<file path="config.mk">
export PLATFORM = sky130hd
export DESIGN_NAME = disp_timing_gen
export DESIGN_NICKNAME = d
export VERILOG_FILES = /design/src/rtl/dtg_pkg.sv /design/src/rtl/dtg_ctrl.sv /design/src/rtl/dtg_dpath.sv /design/src/rtl/disp_timing_gen.sv
export SDC_FILE = /design/constraint.sdc
export NUM_CORES = 1
export LEC_CHECK = 0
export ABC_AREA = 1
export CAP_MARGIN = 40
export CORE_MARGIN = 2
export CORE_UTILIZATION = 52
export CTS_CLUSTER_DIAMETER = 150
export DETAILED_ROUTE_END_ITERATION = 7
export PLACE_DENSITY = 0.76
export SLEW_MARGIN = 30
export SYNTH_ARGS = -nofsm -noshare
export SYNTH_HDL_FRONTEND = slang
export SYNTH_SLANG_ARGS = --single-unit
export TNS_END_PERCENT = 10
</file>
<file path="constraint.sdc">
create_clock -name clk -period 3.4 [get_ports clk]
set_input_delay 0.68 -clock clk [delete_from_list [all_inputs] [get_ports clk]]
set_output_delay 0.68 -clock clk [all_outputs]
set_load 0.02 [all_outputs]
</file>
<file path="src/rtl/dtg_pkg.sv">
package dtg_pkg;

  // Control-to-datapath strobes, all decoded from the current raster position
  // so that the datapath registers land on the exact target pixel.
  typedef struct packed {
    logic lineEnd;       // hPos is on the last pixel of the line
    logic frameEnd;      // last pixel of the last line
    logic syncNext;      // next pixel is hsync start
    logic vbStartNext;   // next pixel is hsync start of line vblank_start-1
    logic vbEndNext;     // next pixel is hsync start of line vblank_end-1
    logic frmStartNext;  // next pixel is hblank start of line vblank_start
  } dtgStrobe_t;

endpackage

</file>
<file path="src/rtl/dtg_ctrl.sv">
module dtg_ctrl
  import dtg_pkg::*;
#(
  parameter int HW = 12,
  parameter int VW = 12
) (
  input  logic          clk,
  input  logic          rst,
  input  logic [HW-1:0] cfgHtotal,
  input  logic [HW-1:0] cfgHblankStart,
  input  logic [HW-1:0] cfgHsyncStart,
  input  logic [VW-1:0] cfgVtotal,
  input  logic [VW-1:0] cfgVblankStart,
  input  logic [VW-1:0] cfgVblankEnd,
  input  logic [HW-1:0] hPos,
  input  logic [VW-1:0] lineIdx,
  output dtgStrobe_t    strobe,
  output logic [HW-1:0] shHtotal,
  output logic [HW-1:0] shHblank,
  output logic [HW-1:0] shHsync,
  output logic [VW-1:0] shVtotal,
  output logic [VW-1:0] shVbStart,
  output logic [VW-1:0] shVbEnd
);

  localparam logic [HW-1:0] H_ONE = HW'(1);
  localparam logic [VW-1:0] V_ONE = VW'(1);

  logic lastPix;
  logic lastLine;
  logic preSync;
  logic preBlank;
  logic armed;

  // Position decode against the shadowed timing set
  always_comb begin
    lastPix  = (hPos == shHtotal - H_ONE);
    lastLine = (lineIdx == shVtotal - V_ONE);
    preSync  = (hPos == shHsync - H_ONE);
    preBlank = (hPos == shHblank - H_ONE);

    strobe.lineEnd      = lastPix;
    strobe.frameEnd     = lastPix && lastLine;
    strobe.syncNext     = preSync;
    strobe.vbStartNext  = preSync && (lineIdx == shVbStart - V_ONE);
    strobe.vbEndNext    = preSync && (lineIdx == shVbEnd - V_ONE);
    strobe.frmStartNext = preBlank && (lineIdx == shVbStart);
  end

  // Shadow capture: only at reset and at the frame wrap
  always_ff @(posedge clk) begin
    if (rst || strobe.frameEnd) begin
      shHtotal  <= cfgHtotal;
      shHblank  <= cfgHblankStart;
      shHsync   <= cfgHsyncStart;
      shVtotal  <= cfgVtotal;
      shVbStart <= cfgVblankStart;
      shVbEnd   <= cfgVblankEnd;
    end
  end

  always_ff @(posedge clk) begin
    if (rst) armed <= 1'b0;
    else     armed <= 1'b1;
  end

  // timing set only moves on the first pixel of a frame
  p_shadow_hold_r9: assert property (@(posedge clk) disable iff (rst || !armed)
    !(hPos == '0 && lineIdx == '0) |->
      ($stable(shHtotal) && $stable(shHsync) && $stable(shHblank) &&
       $stable(shVtotal) && $stable(shVbStart) && $stable(shVbEnd)));

  // raster coordinate stays inside the programmed frame
  p_pos_range_r1: assert property (@(posedge clk) disable iff (rst)
    (hPos < shHtotal) && (lineIdx < shVtotal));

endmodule

</file>
<file path="src/rtl/dtg_dpath.sv">
module dtg_dpath
  import dtg_pkg::*;
#(
  parameter int HW = 12,
  parameter int VW = 12,
  parameter int PW = HW + VW
) (
  input  logic          clk,
  input  logic          rst,
  input  dtgStrobe_t    strobe,
  input  logic [VW-1:0] rstVtotal,
  input  logic [HW-1:0] shHtotal,
  input  logic [HW-1:0] shHblank,
  input  logic [HW-1:0] shHsync,
  input  logic [VW-1:0] shVbStart,
  output logic [HW-1:0] hPos,
  output logic [VW-1:0] lineIdx,
  output logic [VW-1:0] scanLine,
  output logic [PW-1:0] pixCnt,
  output logic          vbPulse,
  output logic          fsPulse,
  output logic          inVb
);

  logic armed;

  always_ff @(posedge clk) begin
    if (rst) begin
      hPos     <= '0;
      lineIdx  <= '0;
      pixCnt   <= '0;
      scanLine <= rstVtotal - VW'(1);
      vbPulse  <= 1'b0;
      fsPulse  <= 1'b0;
      inVb     <= 1'b0;
      armed    <= 1'b0;
    end else begin
      armed <= 1'b1;

      // Horizontal position and true line index
      hPos <= strobe.lineEnd ? '0 : hPos + HW'(1);
      if (strobe.lineEnd)
        lineIdx <= strobe.frameEnd ? '0 : lineIdx + VW'(1);

      // Frame pixel counter anchored at first active pixel
      pixCnt <= strobe.frameEnd ? '0 : pixCnt + PW'(1);

      // Scanline steps at hsync leading edge to the current true line
      if (strobe.syncNext)
        scanLine <= lineIdx;

      // Event strobes land on their target pixel
      vbPulse <= strobe.vbStartNext;
      fsPulse <= strobe.frmStartNext;

      // Sync-aligned vblank window
      if (strobe.vbStartNext)
        inVb <= 1'b1;
      else if (strobe.vbEndNext)
        inVb <= 1'b0;
    end
  end

  // the scanline counter only moves at hsync start
  p_scan_step_r2: assert property (@(posedge clk) disable iff (rst || !armed)
    (scanLine != $past(scanLine)) |-> (hPos == shHsync));

  // vblank event sits at hsync start of the last active line
  p_vblank_pos_r3: assert property (@(posedge clk) disable iff (rst)
    vbPulse |-> (hPos == shHsync) && (lineIdx == shVbStart - VW'(1)));

  // pixel counter value seen by the vblank event
  p_vblank_pix_r4: assert property (@(posedge clk) disable iff (rst)
    vbPulse |-> (pixCnt == PW'(shHtotal) * PW'(shVbStart - VW'(1)) + PW'(shHsync)));

  // frame-start event sits at hblank start of the first blanked line
  p_frame_start_r5: assert property (@(posedge clk) disable iff (rst)
    fsPulse |-> (hPos == shHblank) && (lineIdx == shVbStart));

  // pixel counter origin coincides with raster origin
  p_pix_origin_r6: assert property (@(posedge clk) disable iff (rst)
    (pixCnt == '0) == ((hPos == '0) && (lineIdx == '0)));

  // vblank flag rises only together with the vblank event
  p_vblank_flag_r7: assert property (@(posedge clk) disable iff (rst || !armed)
    $rose(inVb) |-> vbPulse);

  // event strobes last a single cycle
  p_evt_single_r3: assert property (@(posedge clk) disable iff (rst)
    vbPulse |=> !vbPulse);

endmodule

</file>
<file path="src/rtl/disp_timing_gen.sv">
module disp_timing_gen
  import dtg_pkg::*;
#(
  parameter int HW = 12,
  parameter int VW = 12,
  localparam int PW = HW + VW
) (
  input  logic          clk,
  input  logic          rst,
  input  logic [HW-1:0] cfgHtotal,
  input  logic [HW-1:0] cfgHblankStart,
  input  logic [HW-1:0] cfgHsyncStart,
  input  logic [VW-1:0] cfgVtotal,
  input  logic [VW-1:0] cfgVblankStart,
  input  logic [VW-1:0] cfgVblankEnd,
  output logic [HW-1:0] hPos,
  output logic [VW-1:0] lineIdx,
  output logic [VW-1:0] scanLine,
  output logic [PW-1:0] pixelCount,
  output logic          vblankEvt,
  output logic          frameStartEvt,
  output logic          inVblank
);

  dtgStrobe_t    strobe;
  logic [HW-1:0] shHtotal;
  logic [HW-1:0] shHblank;
  logic [HW-1:0] shHsync;
  logic [VW-1:0] shVtotal;
  logic [VW-1:0] shVbStart;
  logic [VW-1:0] shVbEnd;

  dtg_ctrl #(.HW(HW), .VW(VW)) u_ctrl (
    .clk           (clk),
    .rst           (rst),
    .cfgHtotal     (cfgHtotal),
    .cfgHblankStart(cfgHblankStart),
    .cfgHsyncStart (cfgHsyncStart),
    .cfgVtotal     (cfgVtotal),
    .cfgVblankStart(cfgVblankStart),
    .cfgVblankEnd  (cfgVblankEnd),
    .hPos          (hPos),
    .lineIdx       (lineIdx),
    .strobe        (strobe),
    .shHtotal      (shHtotal),
    .shHblank      (shHblank),
    .shHsync       (shHsync),
    .shVtotal      (shVtotal),
    .shVbStart     (shVbStart),
    .shVbEnd       (shVbEnd)
  );

  dtg_dpath #(.HW(HW), .VW(VW), .PW(PW)) u_dpath (
    .clk      (clk),
    .rst      (rst),
    .strobe   (strobe),
    .rstVtotal(cfgVtotal),
    .shHtotal (shHtotal),
    .shHblank (shHblank),
    .shHsync  (shHsync),
    .shVbStart(shVbStart),
    .hPos     (hPos),
    .lineIdx  (lineIdx),
    .scanLine (scanLine),
    .pixCnt   (pixelCount),
    .vbPulse  (vblankEvt),
    .fsPulse  (frameStartEvt),
    .inVb     (inVblank)
  );

endmodule

</file>
Yosys cells after proc, flatten, opt, wreduce, memory -nomap -nowiden
Index checks and enable logic that the tools add are counted.
{ "totals": {"ff_bits": 135, "latch_bits": 0, "ramBits": 0, "mem_bits_ro": 0, "input_bits": 74, "out_inout_bits": 63, "word_cells": 44, "memories": 0} }
{ "classes": {"add_sub_neg": 10, "multipliers": 0, "div_mod_pow": 0, "order_cmp": 0, "n_eq_ne": 7, "n_shift": 0, "muxes": 5, "bitwise_logic": 0, "reduce_logical": 9} }
{ "ops": {"columns": ["cell", "count"], "rows": [
  ["12-bit equality test", 7],
  ["12-bit by 1-bit subtractor with 12-bit output (second input constant)", 7],
  ["12-bit two-way mux", 3],
  ["12-bit by 1-bit adder with 12-bit output (second input constant)", 2],
  ["24-bit by 1-bit adder with 24-bit output (second input constant)", 1],
  ["1-bit logical AND", 4],
  ["2-bit nonzero test", 2],
  ["2-bit OR reduction", 2],
  ["1-bit two-way mux", 2],
  ["1-bit logical OR", 1]
]} }

Longest topological paths before layout
Gate-level depths: netlist of run 1.
{ "logic_depth": {"word_depth": 5, "ltp_mapped": 15, "ltp_nobuf": 15} }

Hierarchy
From an unflattened synthesis of run 1, not the netlist that was laid out.
{ "unflattened": {"hier_cells": 1016, "hier_area_um2": 7927.6} }
{ "by_module_without_submodules": {"columns": ["module", "n_inst", "cells_per_inst", "area_each_um2"], "rows": [
  ["dtg_ctrl", 1, 601, 4859.7],
  ["dtg_dpath", 1, 415, 3067.9]
]} }

Least setup slack after synthesis of run 1
Ideal clock, no wire load.
{ "synth_timing": {"path_kind": "reg-to-reg", "start": "reg u_ctrl.shHtotal[0]", "end": "reg u_ctrl.shHblank[0], enable pin", "setup_time_ns": 0.375, "t_arrival_ns": 2.211, "required_ns": 3.025, "slack_ns": 0.814, "path_stages_with_launch": 12, "path_cell_list": "edfxtp_1 inv_1 ha_1 nand2_2 clkinv_2 nand3_1 nand3_1 nand2_1 nor3_4 nand3_4 o21bai_4 buf_6"} }
{ "synth_between": {"elab_chain_len": 4} }
{ "synth_lines": {"columns": ["item", "line", "source"], "rows": [
  ["start, declared", "dtg_ctrl.sv:18", "output logic [HW-1:0] shHtotal,"],
  ["start signal, assigned", "dtg_ctrl.sv:53", "shHtotal <= cfgHtotal;"],
  ["12-bit by 1-bit subtractor with 12-bit output", "dtg_ctrl.sv:37", "lastPix = (hPos == shHtotal - H_ONE);"],
  ["12-bit equality test", "dtg_ctrl.sv:37", null],
  ["1-bit logical AND", "dtg_ctrl.sv:43", "strobe.frameEnd = lastPix && lastLine;"],
  ["1-bit logical OR", "dtg_ctrl.sv:52", "if (rst || strobe.frameEnd) begin"],
  ["end signal, assigned", "dtg_ctrl.sv:54", "shHblank <= cfgHblankStart;"],
  ["end, declared", "dtg_ctrl.sv:19", "output logic [HW-1:0] shHblank,"]
]} }
No other way between the ends.
A chain may end at the register's enable or synchronous reset.

Final worst setup path of run 1
{ "layout_timing": {"start": "reg u_ctrl.shHsync[0]", "end": "reg u_dpath.scanLine[2], enable pin"} }
{ "layout_between": {"elab_chain_len": 3} }
{ "layout_lines": {"columns": ["item", "line", "source"], "rows": [
  ["start, declared", "dtg_ctrl.sv:20", "output logic [HW-1:0] shHsync,"],
  ["start signal, assigned", "dtg_ctrl.sv:55", "shHsync <= cfgHsyncStart;"],
  ["12-bit by 1-bit subtractor with 12-bit output", "dtg_ctrl.sv:39", "preSync = (hPos == shHsync - H_ONE);"],
  ["12-bit equality test", "dtg_ctrl.sv:39", null],
  ["2-bit nonzero test (no line)", null, null],
  ["end signal, assigned", "dtg_dpath.sv:32", "scanLine <= rstVtotal - VW'(1);"],
  ["end signal, assigned", "dtg_dpath.sv:50", "scanLine <= lineIdx;"],
  ["end, declared", "dtg_dpath.sv:18", "output logic [VW-1:0] scanLine,"]
]} }
No other way between the ends.

==> metrics.md, run 1 <==
| Metric | Value |
|---|---|
| Setup Buffers After CTS | `0` |
| Mux cell area share after synthesis | `0%` |
| Finished Layout Cells | `about 1400` |
| Synth Area in XOR/XNOR | `12.3%` |
| Minimum clock period | `2810 ps` |
| Placed cell count | `roughly 1400` |
| Post-synthesis cell count | `about 1000` |
| Delay-heaviest family, CP | `simple AND/OR/NAND/NOR gates` |
| Clock root cell | `clkbuf_16` |
| Post-route cell area | `~10000 um2` |
| Max_slew headroom | `between 50 and 60%` |
| Leakage | `about 0.0041 uW` |
| Main combinational cell family by area after synthesis | `simple AND/OR/NAND/NOR gates` |
| Antenna diodes | `0` |
| Simple-gate area share of the yosys netlist | `around a third` |
| Setup violators final | `0` |
| Unrepaired setup endpoints after global routing | `no` |
| Die ar. | `roughly 17000 um2` |
| Routed vias/inst | `between 5 and 6` |
| Worst Path Max Fanout | `12` |
| Synthesized cell area | `~8300 um2` |
| Core area | `approximately 16000 um2` |
| Layout area overhead | `25.9%` |
| Layout cells sized above 1 | `a little over 8%` |
| Number of global-route vias before repair | `between 6000 and 7000` |
| Worst-Margin Slew | `slightly above 600 ps` |
| Outcome | `finished, final reports clean` |
| Initial drt markers | `~560` |
| Fin Setup TNS | `0 ps` |
| Synth top cells by count | `nand2_1, nor2_1, inv_1` |
| Max-slew violation count | `0` |
| DRT Pass-1 Iters | `8` |
| CTS Buffer Depth | `2` |
| Dpl ws | `around 580 ps` |
| Num CTS Buffers | `17` |
| Final Hold Vio Count | `0` |
| Dominant cell type by area after synthesis | `edfxtp_1` |
| Critical Path RT | `between 3000 and 4000 ps` |
| Clock sinks | `between 100 and 150` |
| Hold-fix buffers, CTS | `0` |
| Top Ports | `~140` |
| Number of port buffers | `roughly 140` |
| DRC Markers | `0` |
| Critical path's slowest cell | `nand2_1` |
| CTS tree | `done` |
| Crit share post-route | `just over 80%` |
| HPWL after detailed placement | `15000 um` |
| H-tree levels | `4` |
| DP Area | `between 9000 and 10000 um2` |
| Nets@finish | `between 1000 and 1500` |
| Post-route ant nets | `0` |
| CP dominant cell by count | `inv_1` |
| Fmax | `roughly 0.36 GHz` |
| Max cap viols | `0` |
| Data arrival time of the worst path | `between 2000 and 3000 ps` |
| RD Place Congestion | `0.954` |
| Clock Pin Slew Worst Setup and Hold Paths | `60 ps` |
| Top cells by area, synth | `edfxtp_1, dfxtp_1, nand2_1, xor2_1, nor2_1` |
| Gr ovfl total | `0` |
| WL per Instance | `~14 um` |
| Final Worst Setup Slack | `around 600 ps` |
| Worst Skew | `around 11 ps` |
| Initial Utilization | `roughly 53%` |
| Most common cell in the netlist | `nand2_1` |
| PD cells | `about 390 nW/um2` |
| Seq/Total Area, Yosys | `a little over two fifths` |
| Post-synth ARST share | `0%` |
| Net Count, Synth | `approximately 1100` |
| Initial antenna violation count | `1` |
| Adder-Cell Fraction of Synth Area | `about 1.5%` |
| Worst Setup End Kind | `register` |
| CTS resizes | `0` |
| Synth top area share | `slightly above 30%` |
| Max stage delay on crit path | `roughly 470 ps` |
| Via count | `~7100` |
| Crit path kind | `reg -> reg` |
| DIE WIDTH | `130 um` |
| Pin count of the biggest net entering global routing | `80` |
| VDD IR max | `around 0.35 mV` |
| Crit path buf inv count | `3` |
| Yosys warns | `0` |
| First-pass GRT wire length | `~32000 um` |
| Clock Latency Late Sink | `420 ps` |
| Synth Area per Inst | `approximately 7.9 um2` |
| FF+latch count, synth | `~140` |
| Synth cell types | `40` |
| Most used flip-flop cell after synthesis | `edfxtp_1` |
| Worst hold path type | `reg -> reg` |
| Complex-gate fraction of the synthesized area | `3.55%` |
| CP cell instances | `inv_1 > ha_1 > nand3_1 > nor2_1 > xor2_1 > nand2_1 > inv_1 > nand3_1 > nor3_1 > inv_1 > nand2_1` |
| Total Wirelength | `between 15000 and 20000 um` |
| Number of synthesized flops with an enable pin | `between 80 and 90` |
| # rows | `between 40 and 50` |
| Die Ht | `~130 um` |
| Hold slack | `approximately 490 ps` |
| GRT Overall Usage | `between 20 and 25%` |
| Startpoint Class | `register` |
## routing by layer
layer | share of wire (%) | wire, um | global-route usage, % | vias to the layer above
met5 | 0.065 | 13 | 0 | -
met4 | 2.2 | 437 | 9.80 | 2
met3 | 7.2 | 1430 | 6.27 | 37
met2 | 46 | 9120 | 39.0 | 219
met1 | 45 | 8920 | 31.9 | 3228
li1 | - | - | - | 3644
## where the power goes
group	internal (uW)	switching, uW
clock network	1070	666
registers	1810	58.5
logic	204	231
## path summary, 6_finish.rpt
kind	from	end	slack, ps	cells past startpoint
max	u_ctrl.shHsync[0]	u_dpath.scanLine[2]	590	11
min	u_dpath.pixCnt[0]	u_dpath.pixCnt[0]	490	1
max reg2reg	u_ctrl.shHsync[0]	u_dpath.scanLine[2]	590	11
min reg2reg	u_dpath.pixCnt[0]	u_dpath.pixCnt[0]	490	1
## per-stage QoR
stage | power (uW) | util [%]
floorplan | 2150 | -
global placement | 2330 | 62.6
detailed placement | 2340 | 62.6
CTS | 4070 | 66.1
global route | 4190 | 66.1
finish | 4040 | 66.1
## flip-flops by register name, summed over array words and instances, names as in the netlist, 12 cells and up
name	cells
u_ctrl.shHblank	12
u_ctrl.shHsync	12
u_ctrl.shHtotal	12
u_ctrl.shVbEnd	12
u_ctrl.shVbStart	12
u_ctrl.shVtotal	12
u_dpath.hPos	12
u_dpath.lineIdx	12
u_dpath.pixCnt	24
u_dpath.scanLine	12
## layout make-up
class | count | area (um2)
Fill cell | 1320 | 5320
Tap cell | 216 | 270
Clock buffer | 21 | 440
Inverter | 125 | 470
Clock inverter | 11 | 108
Multi-Input combinational cell | 761 | 4090
Timing Repair Buffer | 149 | 1470
Sequential cell | 135 | 3540
## cells in the final DEF (no fill, tap or decap), types with 4 or more instances in the layout
cell type / count
nor4_1: 7
a31oi_1: 5
dfxtp_1: 51
xor2_1: 72
nand3_1: 82
nor2_1: 140
nand4_1: 21
xnor2_1: 41
inv_1: 123
ha_1: 10
clkbuf_1: 4
nor2_2: 27
clkinv_2: 6
nand2_1: 233
buf_4: 12
edfxtp_1: 84
or2_2: 9
nand3b_1: 5
nor3_1: 31
a21oi_1: 14
nor2_4: 5
clkdlybuf4s50_1: 136
nand2_2: 9
clkbuf_16: 17
o21ai_0: 30
and2_1: 4
## kinds of logic after synthesis
family,Yosys count
adder cells (fa/ha/maj),10
AO/OA/AOI/OAI,53
flip-flops,135
buffers and inverters,152
AND/OR/NAND/NOR,584
XOR/XNOR,114
(Power assumes the default switching activity.)
==> run 2: changes to the inputs <==
--- a/config.mk
+++ b/config.mk
@@ -8,10 +8,10 @@
 export ABC_AREA = 1
 export CAP_MARGIN = 40
 export CORE_MARGIN = 2
-export CORE_UTILIZATION = 52
+export CORE_UTILIZATION = 49
 export CTS_CLUSTER_DIAMETER = 150
 export DETAILED_ROUTE_END_ITERATION = 7
-export PLACE_DENSITY = 0.76
+export PLACE_DENSITY = 0.75
 export SLEW_MARGIN = 30
 export SYNTH_ARGS = -nofsm -noshare
 export SYNTH_HDL_FRONTEND = slang
==> constraint.sdc (replaced) <==
create_clock -name clk -period 2.45 [get_ports clk]
set_input_delay 0.49 -clock clk [delete_from_list [all_inputs] [get_ports clk]]
set_output_delay 0.49 -clock clk [all_outputs]
set_load 0.02 [all_outputs]
==> metrics.md, run 2 (synthesis results as in run 1) <==
| Metric | Value |
|---|---|
| Post-route ant nets | `0 (unchanged)` |
| Max_slew headroom | `65.8% (+6.4 points)` |
| Max reg flops | `24 (unchanged)` |
| R2R cell count | `11 (unchanged)` |
| Setup violators final | `0 (unchanged)` |
| DRT Pass-1 Iters | `5 (-3)` |
| End of the worst register-to-register path | `u_ctrl.shVtotal[10]` |
| Worst Skew | `11.9 ps (+0.596 ps)` |
| Post-route cell area | `10900 um2 (+4.7%)` |
| Crit path kind | `reg -> reg` |
| Hold-fix buffers, CTS | `0 (unchanged)` |
| Worst hold path type | `reg -> reg` |
| Die Ht | `134 um (+2.9%)` |
| Die ar. | `17900 um2 (+5.9%)` |
| Max cap viols | `0 (unchanged)` |
| Top Ports | `137 (unchanged)` |
| Worst Setup End Kind | `register` |
| CTS tree | `done` |
| Unrepaired setup endpoints after global routing | `yes` |
| Number of global-route vias before repair | `6913 (+4.0%)` |
| Fmax | `0.422 GHz (+19%)` |
| Gr ovfl total | `0 (unchanged)` |
| Worst min-delay path endpoint | `u_dpath.pixCnt[0]` |
| Most frequent cells in the layout | `nand2_1, clkdlybuf4s50_1, nor2_1` |
| Startpoint Class | `register` |
| DRC Markers | `0 (unchanged)` |
| Num CTS Buffers | `17 (unchanged)` |
| Minimum clock period | `2370 ps (-440 ps)` |
| CTS Buffer Depth | `2 (unchanged)` |
| Worst Path Max Fanout | `29 (+17)` |
| Critical Path RT | `2560 ps (-890 ps)` |
| WL per Instance | `14.5 um (+2.9%)` |
| R2R setup slack | `80 ps (-510 ps)` |
| # rows | `47 (+2.2%)` |
| Core area | `16500 um2 (+5.2%)` |
| Pin count of the biggest net entering global routing | `30 (-63%)` |
| DIE WIDTH | `134 um (+2.9%)` |
| H-tree levels | `4 (unchanged)` |
| Max-slew violation count | `0 (unchanged)` |
| DP Area | `10100 um2 (+3.1%)` |
| Worst-Margin Slew | `509 ps (-99.5 ps)` |
| Hold depth | `1 (unchanged)` |
| GRT Overall Usage | `23.6% (-0.88 points)` |
| HPWL after detailed placement | `16300 um (+8.3%)` |
| Initial drt markers | `547 (-2.0%)` |
| Data arrival time of the worst path | `2480 ps (-380 ps)` |
| Clock Pin Slew Worst Setup and Hold Paths | `60 ps (about the same)` |
| Layout area overhead | `31.8%` |
| Crit share post-route | `96.8% (+14 points)` |
| PD cells | `530 nW/um2 (+36%)` |
| Most common cell after layout, fill and taps aside | `nand2_1` |
| Initial antenna violation count | `0 (-1)` |
| Fin Setup TNS | `0 ps (unchanged)` |
| Leakage | `0.00437 uW (+6.0%)` |
| Initial Utilization | `50.0% (-2.6 points)` |
| Layout cells sized above 1 | `12.7% (+4.5 points)` |
| Antenna diodes | `0 (unchanged)` |
| Number of port buffers | `136 (unchanged)` |
| Final Hold Vio Count | `0 (unchanged)` |
| Hold Path Origin | `u_dpath.pixCnt[0]` |
| Clock sinks | `135 (unchanged)` |
| First-pass GRT wire length | `33200 um (+3.3%)` |
| Nets@finish | `1314 (+3.2%)` |
| Via count | `7369 (+3.4%)` |
| Reg with most FFs | `u_dpath.pixCnt` |
| RD Place Congestion | `0.932 (-2.4%)` |
| Reg-to-Reg Start | `u_ctrl.shHtotal[3]` |
| Clock Latency Late Sink | `430 ps (about the same)` |
| Outcome | `finished, final reports clean` |
| Total Wirelength | `21200 um (+6.2%)` |
| VDD IR max | `0.495 mV (+43%)` |
| Clock root cell | `clkbuf_16` |
| Routed vias/inst | `5.04 (+0.17%)` |
run 2: worst max path at each step:
stage | startpoint | endpoint | slack (ps) | cells past startpoint
6_report | u_ctrl.shHtotal[3] | u_ctrl.shVtotal[10] | 80 | 11
5_1_grt | u_ctrl.shHtotal[0] | u_ctrl.shVtotal[6] | -50 | 12
4_1_cts | u_ctrl.shVtotal[0] | u_ctrl.shVbStart[8] | 2 | 14
3_5_place_dp | cfgVtotal[1] | u_dpath.scanLine[10] | -40 | 12
3_3_place_gp | u_ctrl.shVtotal[0] | u_dpath.pixCnt[16] | 30 | 15
2_1_floorplan | u_ctrl.shHtotal[0] | u_ctrl.shHblank[0] | 30 | 11
run 2: layout make-up:
type	count	area [um2]
fillers	1374	5650
multi-input cells	761	4150
flip-flops and latches	135	3540
repair buffers	190	1870
inverters	125	470
clock buffers	20	447
well taps	220	275
clock inverters	12	129
run 2: timing repair:
action,4_1_cts,5_1_grt
setup buffers,1,6
cloned,1,0
endpoints found under the setup margin,31,120
resized for setup,2,18
pin swaps,1,4
run 2: critical path, stage by stage (launching register included):
cell and delay [ps]:
edfxtp_1 480, nor2_1 210, nand2_2 110, nor2_4 170, nand2_1 70, nand3_1 70, nand2_1 120, nor3_4 170
nand3_4 100, o21bai_4 160, buf_12 150, buf_12 210
run 2: layer usage:
metal / vias to the layer above / wire length, um / global-route usage (%)
met3: 29 / 1520 / 6.50
met1: 3386 / 9120 / 29.6
li1: 3742 / - / -
met4: 0 / 298 / 6.68
met5: - / 0 / 0
met2: 212 / 10200 / 39.8
run 2: metrics by stage:
step	utilization (%)	total power (uW)	setup slack, ps	std cells	hold slack [ps]
after CTS	65.3	5780	1.98	1457	486
after global routing	65.8	5970	-47.8	1463	507
final	65.8	5770	79.6	1463	481
after detailed placement	61.4	3280	-41.8	1423	469
after floorplan	-	2990	29.8	1048	529
after global placement	61.4	3270	29.9	1423	461
run 2: power breakdown:
group,internal [uW],switching (uW)
registers,2520,73.4
clock network,1520,976
logic,331,349
==> run 3: changes to the inputs <==
--- a/config.mk
+++ b/config.mk
@@ -8,10 +8,10 @@
 export ABC_AREA = 1
 export CAP_MARGIN = 40
 export CORE_MARGIN = 2
-export CORE_UTILIZATION = 49
+export CORE_UTILIZATION = 40
 export CTS_CLUSTER_DIAMETER = 150
 export DETAILED_ROUTE_END_ITERATION = 7
-export PLACE_DENSITY = 0.75
+export PLACE_DENSITY = 0.63
 export SLEW_MARGIN = 30
 export SYNTH_ARGS = -nofsm -noshare
 export SYNTH_HDL_FRONTEND = slang
==> metrics.md, run 3 (synthesis results as in run 1) <==
| Metric | Value |
|---|---|
| Reg with most FFs | `u_dpath.pixCnt` |
| GR Util met2 | `31.9% (-7.9 points)` |
| Max_slew headroom | `68.3% (+2.5 points)` |
| Hold depth | `1 (unchanged)` |
| CTS Buffer Depth | `2 (unchanged)` |
| Gr ovfl total | `0 (unchanged)` |
| End of the worst register-to-register path | `u_ctrl.shHblank[2]` |
| Clock Latency Late Sink | `420 ps (about the same)` |
| Critical Path RT | `2570 ps (about the same)` |
| Die Ht | `148 um (+10%)` |
| Worst min-delay path endpoint | `u_dpath.pixCnt[0]` |
| DRT Pass-1 Iters | `5 (unchanged)` |
| Top Ports | `137 (unchanged)` |
| Number of port buffers | `136 (unchanged)` |
| H-tree levels | `4 (unchanged)` |
| First-pass GRT wire length | `33300 um (+0.35%)` |
| Critical path's slowest cell | `edfxtp_1` |
| Delay-heaviest family, CP | `simple AND/OR/NAND/NOR gates` |
| CTS tree | `done` |
| Hold Path Origin | `u_dpath.pixCnt[0]` |
| Hold slack | `479 ps (-2.30 ps)` |
| Setup violators final | `0 (unchanged)` |
| Clock sinks | `135 (unchanged)` |
| Number of global-route vias before repair | `6801 (-1.6%)` |
| Via count | `7242 (-1.7%)` |
| Util after Layout | `54.4% (-11 points)` |
| PD cells | `539 nW/um2 (+1.6%)` |
| Outcome | `finished, final reports clean` |
| Combinational group share of total power | `11.5% (-0.3 points)` |
| Int Power | `4540 uW (+4.0%)` |
| VDD IR max | `0.374 mV (-24%)` |
| Layout cells sized above 1 | `12.7% (-0.020 points)` |
| GR Layer Usage met3 | `4.44% (-2.1 points)` |
| Core area | `20200 um2 (+22%)` |
| Post-route ant nets | `0 (unchanged)` |
| Antenna diodes | `0 (unchanged)` |
| R2R cell count | `11 (unchanged)` |
| GRT Overall Usage | `19.3% (-4.2 points)` |
| Max-slew violation count | `0 (unchanged)` |
| Max reg flops | `24 (unchanged)` |
| Leakage | `0.00441 uW (+0.90%)` |
| # rows | `52 (+11%)` |
| Area of the multi-input gates | `4160 um2 (+0.18%)` |
| Max stage delay on crit path | `490 ps (about the same)` |
| Most frequent cells in the layout | `nand2_1, clkdlybuf4s50_1, nor2_1` |
| Clock Pin Slew Worst Setup and Hold Paths | `60 ps (about the same)` |
| HPWL after detailed placement | `16500 um (+1.5%)` |
| DIE WIDTH | `148 um (+10%)` |
| Reg-to-Reg Start | `u_ctrl.shHtotal[5]` |
| Initial drt markers | `462 (-16%)` |
| RD Place Congestion | `0.904 (-3.0%)` |
| DRC Markers | `0 (unchanged)` |
| Worst Skew | `17.7 ps (+5.81 ps)` |
| Hold-fix buffers, CTS | `0 (unchanged)` |
| Crit path kind | `reg -> reg` |
| Worst Setup End Kind | `register` |
| CP dominant cell by count | `nand2_1` |
| Sw Pwr | `1390 uW (-0.65%)` |
| Switching Share | `23.4% (-0.83 points)` |
| Max cap viols | `0 (unchanged)` |
| Num CTS Buffers | `17 (unchanged)` |
| R2R setup slack | `100 ps (+20 ps)` |
| Nets@finish | `1316 (+0.15%)` |
| Clock root cell | `clkbuf_16` |
| Final Hold Vio Count | `0 (unchanged)` |
| CP cell instances | `nor2_2 > nand2_1 > nor2_4 > nand2_1 > nand3_1 > nand2_1 > nor3_4 > nand3_4 > o21bai_4 > buf_12 > clkbuf_16` |
| Initial Utilization | `40.8% (-9.2 points)` |
| Crit path buf inv count | `2 (unchanged)` |
| Worst-Margin Slew | `472 ps (-36.4 ps)` |
| Met1 Use GR | `25.4% (-4.3 points)` |
| Die ar. | `21800 um2 (+22%)` |
| Register area | `3540 um2 (unchanged)` |
| Sequential share of power | `43.6% (-1.3 points)` |
| Data arrival time of the worst path | `2480 ps (about the same)` |
| # fillers | `1880 (+37%)` |
| WL per Instance | `14.2 um (-1.6%)` |
| Initial antenna violation count | `0 (unchanged)` |
| Clock Power Share | `44.9% (+1.6 points)` |
| Crit share post-route | `96.1% (-0.66 points)` |
| Tot Pwr | `5930 uW (+2.9%)` |
| Worst hold path type | `reg -> reg` |
| Fmax | `0.425 GHz (+0.68%)` |
| Minimum clock period | `2350 ps (-16.1 ps)` |
| Total Wirelength | `21600 um (+1.9%)` |
| Startpoint Class | `register` |
| Worst Path Max Fanout | `22 (-24%)` |
| Most Crowded Layer GR | `met2` |
| Most common cell after layout, fill and taps aside | `nand2_1` |
| Pin count of the biggest net entering global routing | `46 (+53%)` |
| Layout area overhead | `33.4%` |
| Routed vias/inst | `4.78 (-5.1%)` |
[run 3: cell count changes in the layout (fill, tap and decap cells not counted), sizes merged]
cell      previous run  this run
clkinv               7         5
inv                125       126
bufinv               2         3
clkbuf              20        24
clkinvlp             3         1
[run 3: cell type report]
cell class,count,share of cell area [%]
clock buffer,22,4.32
inverter,125,4.27
tap,270,3.07
clock inverter,10,1.28
multi-input combinational,761,37.7
timing repair buffer,192,17.1
sequential,135,32.2
[run 3: worst register-to-register path: cells and delay by family, from the launching register on]
family	cells	cell delay [ps]
and+or+nand+nor	8	1030
DFF	1	490
buffers and inverters	2	380
AOI/OAI and AO/OA	1	170
[run 3: layer usage]
layer	vias up	routed length, um
li1	3738	-
met1	3303	9930
met2	178	10100
met3	23	1250
met4	0	290
met5	-	0
[run 3: worst max-delay path by stage]
stage / start / endpoint / slack (ps) / cells past startpoint
after global routing: u_ctrl.shVtotal[0] / u_ctrl.shHblank[2] / -30 / 14
after global placement: u_ctrl.shVtotal[0] / u_dpath.pixCnt[5] / 30 / 15
after detailed placement: u_ctrl.shVtotal[0] / u_dpath.pixCnt[3] / -40 / 15
after CTS: u_ctrl.shVtotal[0] / u_ctrl.shHsync[2] / 20 / 13
final: u_ctrl.shHtotal[5] / u_ctrl.shHblank[2] / 100 / 11
after floorplan: u_ctrl.shHtotal[0] / u_ctrl.shHblank[0] / 30 / 11
[run 3: power groups by stage]
| stage | registers [uW] | clock network, uW | logic (uW) |
|---|---|---|---|
| after floorplan | 2650 | 0 | 342 |
| after global placement | 2630 | 0 | 643 |
| after detailed placement | 2630 | 0 | 648 |
| after CTS | 2590 | 2720 | 654 |
| after global routing | 2600 | 2800 | 749 |
| final | 2590 | 2660 | 680 |
[run 3: metrics by stage]
step | setup TNS (ps) | cells | cell area, um2 | worst slack (ps)
after floorplan | 0 | 1048 | 8260 | 29.8
after global placement | 0 | 1478 | 10200 | 29.2
after detailed placement | -391 | 1478 | 10200 | -44.7
after CTS | 0 | 1510 | 10800 | 20.0
after global routing | -1030 | 1515 | 11000 | -28.9
final | 0 | 1515 | 11000 | 95.7
[run 3: timing repair]
item | 4_1_cts | 5_1_grt
buffers inserted | 0 | 3
resized for setup | 2 | 20
endpoints found under the hold margin | 0 | 0
pin swaps | 0 | 3
cloned | 0 | 2
setup endpoints to repair | 28 | 125
